--- config.mk ---
export PLATFORM = sky130hd
export DESIGN_NAME = pin_override_core
export DESIGN_NICKNAME = d
export VERILOG_FILES = /design/src/rtl/pov_pkg.sv /design/src/rtl/pov_cfg_regs.sv /design/src/rtl/pov_chan.sv /design/src/rtl/pin_override_core.sv
export SDC_FILE = /design/constraint.sdc
export NUM_CORES = 1
export LEC_CHECK = 0
export ABC_CLOCK_PERIOD_IN_PS = 1600
export BUFFER_PORTS_ARGS = -buffer_cell sky130_fd_sc_hd__buf_2
export CORE_MARGIN = 3
export CORE_UTILIZATION = 50
export CTS_CLUSTER_DIAMETER = 150
export DETAILED_ROUTE_END_ITERATION = 10
export PLACE_DENSITY = 0.79
export SETUP_SLACK_MARGIN = 0.5
export SLEW_MARGIN = 20
export SYNTH_ARGS = -nofsm -noshare
export SYNTH_HDL_FRONTEND = slang
export SYNTH_SLANG_ARGS = --single-unit
--- constraint.sdc ---
create_clock -name clk_i -period 1.6 [get_ports clk_i]
set_clock_uncertainty 0.05 [all_clocks]
set_input_delay 0.24 -clock clk_i [delete_from_list [all_inputs] [get_ports clk_i]]
set_output_delay 0.24 -clock clk_i [all_outputs]
set_load 0.02 [all_outputs]
--- src/rtl/pov_pkg.sv ---
package pov_pkg;

    // Channel numbering: keys first, then reset line, then write-protect.
    function automatic int unsigned pov_rst_idx(input int unsigned nk);
        return nk;
    endfunction

    function automatic int unsigned pov_wp_idx(input int unsigned nk);
        return nk + 1;
    endfunction

    // Drive selection applied by one output channel.
    typedef enum logic [1:0] {
        SRC_NATURAL = 2'd0,
        SRC_OVR_LOW = 2'd1,
        SRC_OVR_HIGH = 2'd2
    } pov_src_e;

endpackage

--- src/rtl/pov_cfg_regs.sv ---
module pov_cfg_regs
    import pov_pkg::*;
#(
    parameter int NK = 4,
    localparam int NOUT = NK + 2
) (
    input  logic              clk_i,
    input  logic              rst_ni,
    input  logic              alw_we_i,
    input  logic [2*NOUT-1:0] alw_wdata_i,
    input  logic              lock_set_i,
    input  logic              oen_we_i,
    input  logic [NOUT-1:0]   oen_wdata_i,
    input  logic              oval_we_i,
    input  logic [NOUT-1:0]   oval_wdata_i,
    input  logic              inv_we_i,
    input  logic [2*NK-1:0]   inv_wdata_i,
    output logic [NOUT-1:0]   alw0_o,
    output logic [NOUT-1:0]   alw1_o,
    output logic [NOUT-1:0]   oen_o,
    output logic [NOUT-1:0]   oval_o,
    output logic [NK-1:0]     inv_in_o,
    output logic [NK-1:0]     inv_out_o,
    output logic              lock_o
);

    localparam int unsigned RIDX = pov_rst_idx(NK);
    localparam int unsigned WIDX = pov_wp_idx(NK);
    localparam logic [NOUT-1:0] HELD_MASK =
        (NOUT'(1) << RIDX) | (NOUT'(1) << WIDX);

    typedef struct packed {
        logic [NOUT-1:0] alw0;
        logic [NOUT-1:0] alw1;
        logic [NOUT-1:0] oen;
        logic [NOUT-1:0] oval;
        logic [NK-1:0]   inv_in;
        logic [NK-1:0]   inv_out;
        logic            lock;
    } cfg_t;

    localparam cfg_t CFG_RST = '{
        alw0:    HELD_MASK,
        alw1:    '0,
        oen:     HELD_MASK,
        oval:    '0,
        inv_in:  '0,
        inv_out: '0,
        lock:    1'b0
    };

    cfg_t cfg_d, cfg_q;

    always_comb begin
        cfg_d = cfg_q;
        if (alw_we_i && !cfg_q.lock) begin
            cfg_d.alw0 = alw_wdata_i[NOUT-1:0];
            cfg_d.alw1 = alw_wdata_i[2*NOUT-1:NOUT];
        end
        if (lock_set_i) begin
            cfg_d.lock = 1'b1;
        end
        if (oen_we_i) begin
            cfg_d.oen = oen_wdata_i;
        end
        if (oval_we_i) begin
            cfg_d.oval = oval_wdata_i;
        end
        if (inv_we_i) begin
            cfg_d.inv_in  = inv_wdata_i[NK-1:0];
            cfg_d.inv_out = inv_wdata_i[2*NK-1:NK];
        end
    end

    always_ff @(posedge clk_i or negedge rst_ni) begin
        if (!rst_ni) begin
            cfg_q <= CFG_RST;
        end else begin
            cfg_q <= cfg_d;
        end
    end

    assign alw0_o    = cfg_q.alw0;
    assign alw1_o    = cfg_q.alw1;
    assign oen_o     = cfg_q.oen;
    assign oval_o    = cfg_q.oval;
    assign inv_in_o  = cfg_q.inv_in;
    assign inv_out_o = cfg_q.inv_out;
    assign lock_o    = cfg_q.lock;

endmodule

--- src/rtl/pov_chan.sv ---
module pov_chan
    import pov_pkg::*;
(
    input  logic natural_i,
    input  logic ovr_en_i,
    input  logic ovr_val_i,
    input  logic alw0_i,
    input  logic alw1_i,
    input  logic out_inv_i,
    output logic pin_o
);

    pov_src_e src;
    logic     chosen;

    always_comb begin
        src = SRC_NATURAL;
        if (ovr_en_i) begin
            if (ovr_val_i && alw1_i) begin
                src = SRC_OVR_HIGH;
            end else if (!ovr_val_i && alw0_i) begin
                src = SRC_OVR_LOW;
            end
        end
        unique case (src)
            SRC_OVR_HIGH: chosen = 1'b1;
            SRC_OVR_LOW:  chosen = 1'b0;
            default:      chosen = natural_i;
        endcase
        pin_o = chosen ^ out_inv_i;
    end

endmodule

--- src/rtl/pin_override_core.sv ---
module pin_override_core
    import pov_pkg::*;
#(
    parameter int NK = 4
) (
    input  logic                  clk_i,
    input  logic                  rst_ni,
    input  logic [NK-1:0]         key_raw_i,
    input  logic [NK-1:0]         hw_key_en_i,
    input  logic [NK-1:0]         hw_key_val_i,
    input  logic                  hw_rst_req_i,
    input  logic                  alw_we_i,
    input  logic [2*(NK+2)-1:0]   alw_wdata_i,
    input  logic                  lock_set_i,
    input  logic                  oen_we_i,
    input  logic [NK+1:0]         oen_wdata_i,
    input  logic                  oval_we_i,
    input  logic [NK+1:0]         oval_wdata_i,
    input  logic                  inv_we_i,
    input  logic [2*NK-1:0]       inv_wdata_i,
    output logic [NK-1:0]         key_out_o,
    output logic                  rst_out_no,
    output logic                  wp_out_no,
    output logic [NK-1:0]         key_det_o
);

    localparam int NOUT = NK + 2;
    localparam int unsigned RIDX = pov_rst_idx(NK);
    localparam int unsigned WIDX = pov_wp_idx(NK);

    logic [NOUT-1:0] cfg_alw0, cfg_alw1, cfg_oen, cfg_oval;
    logic [NK-1:0]   cfg_inv_in, cfg_inv_out;
    logic            cfg_lock;

    pov_cfg_regs #(.NK(NK)) u_cfg (
        .clk_i        (clk_i),
        .rst_ni       (rst_ni),
        .alw_we_i     (alw_we_i),
        .alw_wdata_i  (alw_wdata_i),
        .lock_set_i   (lock_set_i),
        .oen_we_i     (oen_we_i),
        .oen_wdata_i  (oen_wdata_i),
        .oval_we_i    (oval_we_i),
        .oval_wdata_i (oval_wdata_i),
        .inv_we_i     (inv_we_i),
        .inv_wdata_i  (inv_wdata_i),
        .alw0_o       (cfg_alw0),
        .alw1_o       (cfg_alw1),
        .oen_o        (cfg_oen),
        .oval_o       (cfg_oval),
        .inv_in_o     (cfg_inv_in),
        .inv_out_o    (cfg_inv_out),
        .lock_o       (cfg_lock)
    );

    logic [NK-1:0]   key_pol;
    logic [NOUT-1:0] natural_val;
    logic [NOUT-1:0] out_inv;
    logic [NOUT-1:0] chan_pin;

    assign key_pol = key_raw_i ^ cfg_inv_in;

    for (genvar g = 0; g < NOUT; g++) begin : g_chan
        if (g < NK) begin : g_key
            assign natural_val[g] = hw_key_en_i[g] ? hw_key_val_i[g] : key_pol[g];
            assign out_inv[g]     = cfg_inv_out[g];
        end else if (g == RIDX) begin : g_rst
            assign natural_val[g] = ~hw_rst_req_i;
            assign out_inv[g]     = 1'b0;
        end else begin : g_wp
            assign natural_val[g] = 1'b0;
            assign out_inv[g]     = 1'b0;
        end

        pov_chan u_chan (
            .natural_i (natural_val[g]),
            .ovr_en_i  (cfg_oen[g]),
            .ovr_val_i (cfg_oval[g]),
            .alw0_i    (cfg_alw0[g]),
            .alw1_i    (cfg_alw1[g]),
            .out_inv_i (out_inv[g]),
            .pin_o     (chan_pin[g])
        );
    end

    typedef struct packed {
        logic [NK-1:0] key;
        logic          rst_n;
        logic          wp_n;
        logic [NK-1:0] det;
    } pins_t;

    localparam pins_t PINS_RST = '{
        key:   '1,
        rst_n: 1'b0,
        wp_n:  1'b0,
        det:   '1
    };

    pins_t pins_d, pins_q;

    always_comb begin
        pins_d       = pins_q;
        pins_d.key   = chan_pin[NK-1:0];
        pins_d.rst_n = chan_pin[RIDX];
        pins_d.wp_n  = chan_pin[WIDX];
        pins_d.det   = key_pol;
    end

    always_ff @(posedge clk_i or negedge rst_ni) begin
        if (!rst_ni) begin
            pins_q <= PINS_RST;
        end else begin
            pins_q <= pins_d;
        end
    end

    assign key_out_o  = pins_q.key;
    assign rst_out_no = pins_q.rst_n;
    assign wp_out_no  = pins_q.wp_n;
    assign key_det_o  = pins_q.det;

endmodule

### Word level (Yosys, flattened, before mapping)

Index checks and enable logic that the tools add are counted.

* equality and inequality tests: 11
* mux-type cells: 28
* bitwise operators: 6
* reductions and logical operators: 20

Operators with widths (number)
* $mux 2: 12
* $logic_and 1x1->1: 13
* $eq 2x2->1 const B: 6
* $mux 1: 11
* $eq 2x1->1 const B: 5
* $pmux 1 s2: 5
* $logic_not 1->1: 7
* $xor 1x1->1: 4
* $xor 4x4->4: 1
* $not 1->1: 1

* register bits: 43
* bits of input ports: 52
* output and inout port bits: 10

### Longest topological paths before layout

Gate-level depths: netlist of run 1.

* word-level depth: 8
* mapped depth: 5
* mapped depth without buffers: 5

### Cells and area by module

From an unflattened synthesis of run 1, not the netlist that was laid out.

* cells, all modules: 121
* area, all modules: 1901.8 sq um

By module, submodules not included
* pov_cfg_regs: instances 1, cells each 71, area each 1283.7 sq um, sequential area each 830.8 sq um
* pin_override_core: instances 1, cells each 20, area each 347.8 sq um, sequential area each 260.2 sq um
* pov_chan: instances 6, cells each 5, area each 45.0 sq um, sequential area each 0.0 sq um

### Worst setup path after synthesis of run 1

OpenSTA, ideal clock, no wires.

* path type: flip-flop to flip-flop
* from: register u_cfg.cfg_q, in the netlist u_cfg.oen_o[0]
* to: register pins_q, in the netlist key_out_o[0]
* library setup time: 0.084 ns
* arrival time: 1.219 ns
* required time: 1.466 ns
* path slack: 0.246 ns
* cell stages (with the launch flop): 5
* cell sequence: dfrtp_1 -> and3_1 -> ha_1 -> o31a_1 -> o2111ai_1

* word-level cells in the longest chain between the ends: 4
* elaborated cells between the ends (all ways): 5
* those cells by class: eq/ne: 2; mux: 2; bitwise: 1

RTL lines
* start, declared: line pov_cfg_regs.sv:52 `cfg_t cfg_d, cfg_q;`
* start signal, assigned: line pov_cfg_regs.sv:79 `cfg_q <= cfg_d;`
* $mux 2 *: line pov_chan.sv:18 `if (ovr_en_i) begin`
* $eq 2x1->1 / $eq 2x2->1 (equally long branches): line pov_chan.sv:25 `unique case (src)`
* $pmux 1 s2 *: line pov_chan.sv:25
* $xor 1x1->1 *: line pov_chan.sv:30 `pin_o = chosen ^ out_inv_i;`
* via g_chan[0].u_chan.pin_o: line pov_chan.sv:10 `output logic pin_o`
* end signal, assigned: line pin_override_core.sv:114 `pins_q <= pins_d;`
* end, declared: line pin_override_core.sv:100 `pins_t pins_d, pins_q;`

Mark *: on every way through the listed nets, which the timed path passes. The rest lies on a longest branch.
A chain may end at the register's enable or synchronous reset.

### Final worst setup path of run 1

* from: register u_cfg.cfg_q, in the netlist u_cfg.oval_o[0]
* to: register pins_q, in the netlist key_out_o[0]

* word-level cells in the longest chain between the ends: 8
* elaborated cells between the ends (all ways): 10
* those cells by class: eq/ne: 2; mux: 4; bitwise: 1; reduce/logical: 3

RTL lines
* $logic_not 1->1: line pov_chan.sv:21 `end else if (!ovr_val_i && alw0_i) begin`
* $logic_and 1x1->1: line pov_chan.sv:21
* $mux 1: line pov_chan.sv:21
* $mux 2 *: line pov_chan.sv:19 `if (ovr_val_i && alw1_i) begin`
* $mux 2 *: line pov_chan.sv:18
* $eq 2x1->1 / $eq 2x2->1 (equally long branches): line pov_chan.sv:25
* $pmux 1 s2 *: line pov_chan.sv:25
* $xor 1x1->1 *: line pov_chan.sv:30
* via g_chan[0].u_chan.pin_o: line pov_chan.sv:10

Marked as above.

==> results of run 1 <==
-- cell type report --
type / count / share of cell area
Multi-Input combinational cell: 87 / 0.353
Clock buffer: 7 / 0.0334
Tap cell: 46 / 0.0223
Inverter: 4 / 0.00581
Sequential cell: 42 / 0.412
Clock inverter: 1 / 0.00194
Timing Repair Buffer: 67 / 0.172
-- worst paths after layout --
check	startpoint	endpoint	slack, ns	cells past startpoint
min	hw_rst_req_i	rst_out_no$_DFF_PN0_	0.07	2
max reg2reg	u_cfg.oval_o[0]$_DFFE_PN0P_	key_out_o[0]$_DFF_PN1_	0.19	5
max in group asynchronous	rst_ni	key_out_o[2]$_DFF_PN1_	0.64	3
min reg2reg	u_cfg.inv_in_o[3]$_DFFE_PN0P_	key_det_o[3]$_DFF_PN1_	0.42	1
min in group asynchronous	rst_ni	u_cfg.oen_o[3]$_DFFE_PN0P_	0.37	2
max	u_cfg.oval_o[0]$_DFFE_PN0P_	key_out_o[0]$_DFF_PN1_	0.19	5
-- Yosys cell counts (all sizes together) --
cell type  instances  area share
dfrtp             31        0.40
mux2              27        0.18
dfstp             11        0.15
nand3b             9       0.035
nand4b             8       0.036
and3               6       0.019
ha                 5       0.032
a41oi              4       0.018
buf                4       0.018
inv                4      0.0078
nand2              4      0.0078
nor3b              4       0.016
o2111ai            4       0.018
o21ai              4       0.010
o31a               4       0.018
xor2               4       0.018
a21oi              1      0.0026
nor2               1      0.0019
nor2b              1      0.0071
or2                1      0.0032
-- state kept, by name (all words and copies together) (netlist names) --
register         count
key_det_o            4
key_out_o            4
rst_out_no           1
u_cfg.alw0_o         5
u_cfg.alw1_o         6
u_cfg.inv_in_o       4
u_cfg.inv_out_o      4
u_cfg.lock_o         1
u_cfg.oen_o          6
u_cfg.oval_o         6
wp_out_no            1
-- layer usage --
layer | GRT usage | up-vias
li1 | - | 653
met1 | 0.201 | 659
met2 | 0.326 | 41
met3 | 0.0443 | 4
met4 | 0.0521 | 0
met5 | 0 | -
-- what timing repair did --
action                                 4_1_cts  5_1_grt
resized for setup                           21        8
gates cloned                                 0        0
buffers inserted                             4        0
endpoints found under the hold margin       12        0
hold buffers                                 1        0
pin swaps                                    2        3
setup endpoints to repair                   24       48
-- metrics by stage --
stage	worst slack, ns	cell area [um2]	std cells	power (uW)
5_1_grt	0.128	2580	254	2650
3_3_place_gp	0.255	2350	241	1750
3_5_place_dp	0.201	2350	241	1780
4_1_cts	0.191	2550	254	2530
6_report	0.193	2580	254	2520
2_1_floorplan	0.304	2000	137	1600
-- power breakdown --
part | switching [uW] | leakage (uW) | internal [uW] | total, uW
registers | 76.3 | 0.000486 | 1220 | 1300
logic | 232 | 0.000615 | 311 | 544
clock network | 335 | 0.0000482 | 348 | 683
total | 644 | 0.00115 | 1880 | 2520
-- kinds of logic after synthesis --
logic type / after synthesis
AO/OA/AOI/OAI: 17
XOR/XNOR: 4
adder cells (fa/ha/maj): 5
buffers and inverters: 8
flip-flops: 42
multiplexers: 27
AND/OR/NAND/NOR: 34
==> results.ini, run 1 <==
[cells_and_area]
layout_commonest_cell=buf_2
nets=264
final_cell_mix=buf_2, dfrtp_1, mux2_2
post-route-util=0.734
antenna_cells=0
ff_latch_area_um2=1060
drive_above_1_share=0.601
multi_input_comb_area_um2=911
nFillCells=244
area.growth.synth_to_final_pct=34.0

[grt]
track_usage=0.177
grt_max_degree=23
antenna_found_initial=0
grt_pass1_vias=1406
grt_pass1_wl_mm=6.00
grt-ovfl-total=0

[sta]
rsz0062_at_grt=true
finalSetupViolations=0
clock.fmax_mhz=711
min_period_over_period=0.879
worst_hold_slack_ns=0.0692
tightest_slew_ns=0.307
hold_viol=0
period_needed_ns=1.41
tns_ns=0
slew_viol_final=0
max_slew_margin=0.795

[place]
port_buffers=60
post-dp-hpwl_mm=2.91
gp_congestion=0.666

[synthesis]
synth_nets=194
synth.ff_latch_count=42
netlist_instances=137
ys_types=22
syn_avg_cell_area_um2=14.1
yosys_warnings=0
synth.cell_area_um2=1930
yosys.area_share.simple=0.127
muxShareOfSynthArea=0.177
synth_fa_ha_area_frac=0.0324
synth_top_family_by_area=multiplexers
seq_area_frac_synth=0.552
synth-compound-area-share=0.0675
synth_xor_xnor_area_share=0.0182

[routing]
wl_met3_um=276
wl_met2_mm=1.94
top_layer=met4
routed_wl_mm=3.83
vias=1357
dr.pass1.iters=3
drtAntennaViolNets=0
drc=0
wl_per_cell_um=15.1
drtIter0Drc=41
vias_per_cell=5.34
met1_length_mm=1.59

[die]
rows=21
die_h_um=68.1
die_w_um=68.1
core_area_um2=3520
die-area_um2=4640
pin_count=62
start_util=0.548

[critical_path]
cp.arrival_ns=1.55
crit_chain=nand3b_1 -> ha_4 -> nor3b_2 -> a41oi_2 -> o2111ai_2
cp_slowest_stage_delay_ns=0.39
critPathRequiredTime_ns=1.74
critical_path_class=flip-flop to flip-flop
critical-path-top-delay-family=flip-flops
endpoint_kind=flip-flop
path_buf_inv=0
worst_setup_path_start_kind=flip-flop
critPathSlowestCell=dfrtp_1
crit_fanout=6

[power]
power.density_nw_per_um2=977
peakVddDrop_mv=0.723
leakage_uw=0.00115

[clock_tree]
cts-buffers-inserted=5
clk_latency_ns=0.28
cts.reportedPaths.clkPinSlew_ns=0.08
cts-htree-levels=2
cts_tree=built
clk_path_buf_depth=2
root_buffer=clkbuf_8
cts.sinks=42

[hold_path]
hp-class=input pin to flip-flop

[outcome]
status=completed

[run]
cap_violations=0

Note: power is estimated with default switching activity, not from simulation.
==> inputs of run 2 (changes only) <==
Settings changed: ABC_CLOCK_PERIOD_IN_PS 1600 to 1400.
Clock period 1.6 ns to 1.4 ns, I/O delays scaled along.
==> results.ini, run 2 (same netlist as run 1, synthesis figures left out) <==
[die]
die_h_um=68.1
core_area_um2=3520
start_util=0.548
die_w_um=68.1
rows=21
die-area_um2=4640
pin_count=62

[sta]
hold_viol=0
min_period_over_period=1.01
slew_viol_final=0
period_needed_ns=1.42
finalSetupViolations=4
clock.fmax_mhz=704
tightest_slew_ns=0.300
timing.final.ws_setup_ns=-0.0200
max_slew_margin=0.800
worst_hold_slack_ns=0.0524
rsz0062_at_grt=true

[critical_path]
r2r_cells=5
r2r_slack_ns=-0.02
crit_fanout=6
worst_setup_path_start_kind=flip-flop
endpoint_kind=flip-flop
critical_path_class=flip-flop to flip-flop
critPathRequiredTime_ns=1.56
cp.arrival_ns=1.58

[cells_and_area]
final_cell_mix=buf_2, dfrtp_1, mux2_2
layout_commonest_cell=buf_2
drive_above_1_share=0.644
nets=264
antenna_cells=0
nFillCells=213
ff_latch_area_um2=1070
post-route-util=0.765
multi_input_comb_area_um2=967
area.growth.synth_to_final_pct=39.8

[clock_tree]
clk_latency_ns=0.29
cts-buffers-inserted=5
cts-htree-levels=2
cts.reportedPaths.clkPinSlew_ns=0.08
cts.sinks=42
clk_path_buf_depth=2
root_buffer=clkbuf_8
cts_tree=built

[routing]
wl_per_cell_um=16.6
drtAntennaViolNets=0
drtIter0Drc=58
vias_per_cell=5.45
dr.pass1.iters=3
drc=0
vias=1385
routed_wl_mm=4.21

[place]
port_buffers=60
gp_congestion=0.735
post-dp-hpwl_mm=3.08

[power]
peakVddDrop_mv=0.704
p_switching_uw=771
pwr-share-clk=0.294
switching_share=0.254
power.density_nw_per_um2=1120
internal-power_uw=2260
comb_power_share=0.215
seq_power_share=0.491
leakage_uw=0.00117

[grt]
track_usage=0.195
grt_max_degree=43
grt_pass1_vias=1437
grt-ovfl-total=0
antenna_found_initial=0
grt_pass1_wl_mm=6.44

[hold_path]
hp-class=input pin to flip-flop
min_path_cells=2

[run]
cap_violations=0

[outcome]
violations=negative setup slack
status=finished, violations left

run 2: cell types whose count changed in the layout (fill, tap and decap cells not counted), moves of 2 or more:
cell      previous run  this run
buf_12               1         3
buf_6               13        11
clkbuf_8             6         8
nor3b_1              2         0
run 2: stage by stage:
stage                     TNS (ns)  setup WS [ns]  cell area (um2)  total power, uW  cells
after floorplan                  0          0.104             2000             1830    137
after global placement           0         0.0627             2360             2000    241
after detailed placement   -0.0542        -0.0289             2360             2050    241
after CTS                  -0.0970        -0.0407             2620             3010    252
after global routing        -0.354         -0.106             2700             3160    254
final                      -0.0504        -0.0200             2700             3030    254
run 2: path summary, 6_finish.rpt:
check	startpoint	to
setup reg to reg	u_cfg.oval_o[2]$_DFFE_PN0P_	key_out_o[2]$_DFF_PN1_
max in group asynchronous	rst_ni	key_det_o[1]$_DFF_PN1_
hold / removal	hw_rst_req_i	rst_out_no$_DFF_PN0_
hold reg to reg	u_cfg.inv_in_o[0]$_DFFE_PN0P_	key_det_o[0]$_DFF_PN1_
min in group asynchronous	rst_ni	u_cfg.oval_o[3]$_DFFE_PN0P_
setup / recovery	u_cfg.oval_o[2]$_DFFE_PN0P_	key_out_o[2]$_DFF_PN1_
run 2: layout make-up:
type,instances,share of cell area
multi-input cells,87,0.359
inverters,4,0.00557
flip-flops and latches,42,0.396
well taps,46,0.0214
repair buffers,67,0.178
clock buffers,8,0.0409
run 2: power by group through the flow:
stage,logic [uW],registers [uW],clock network [uW]
6_report,651,1490,892
5_1_grt,703,1510,952
4_1_cts,627,1490,902
3_5_place_dp,554,1490,0
3_3_place_gp,522,1480,0
2_1_floorplan,282,1540,0
run 2: routing by layer:
layer	routed length, um	GRT usage	vias to the layer above
li1	-	-	654
met1	1690	0.217	679
met2	2190	0.350	42
met3	261	0.0575	10
met4	72	0.0695	0
met5	0	0	-
run 2: what timing repair did:
| action | CTS | global route |
|---|---|---|
| gates cloned | 1 | 0 |
| gates resized for setup | 28 | 10 |
| buffers inserted | 1 | 2 |
| hold endpoints to repair | 31 | 0 |
| hold buffers | 1 | 0 |
| pin swaps | 1 | 6 |
| setup endpoints to repair | 26 | 29 |
run 2: critical path, stage by stage, from the launching register on:
cell	delay (ns)
dfrtp_1	0.40
nand3b_1	0.21
ha_4	0.33
nor3b_2	0.05
a41oi_1	0.16
o2111ai_1	0.13
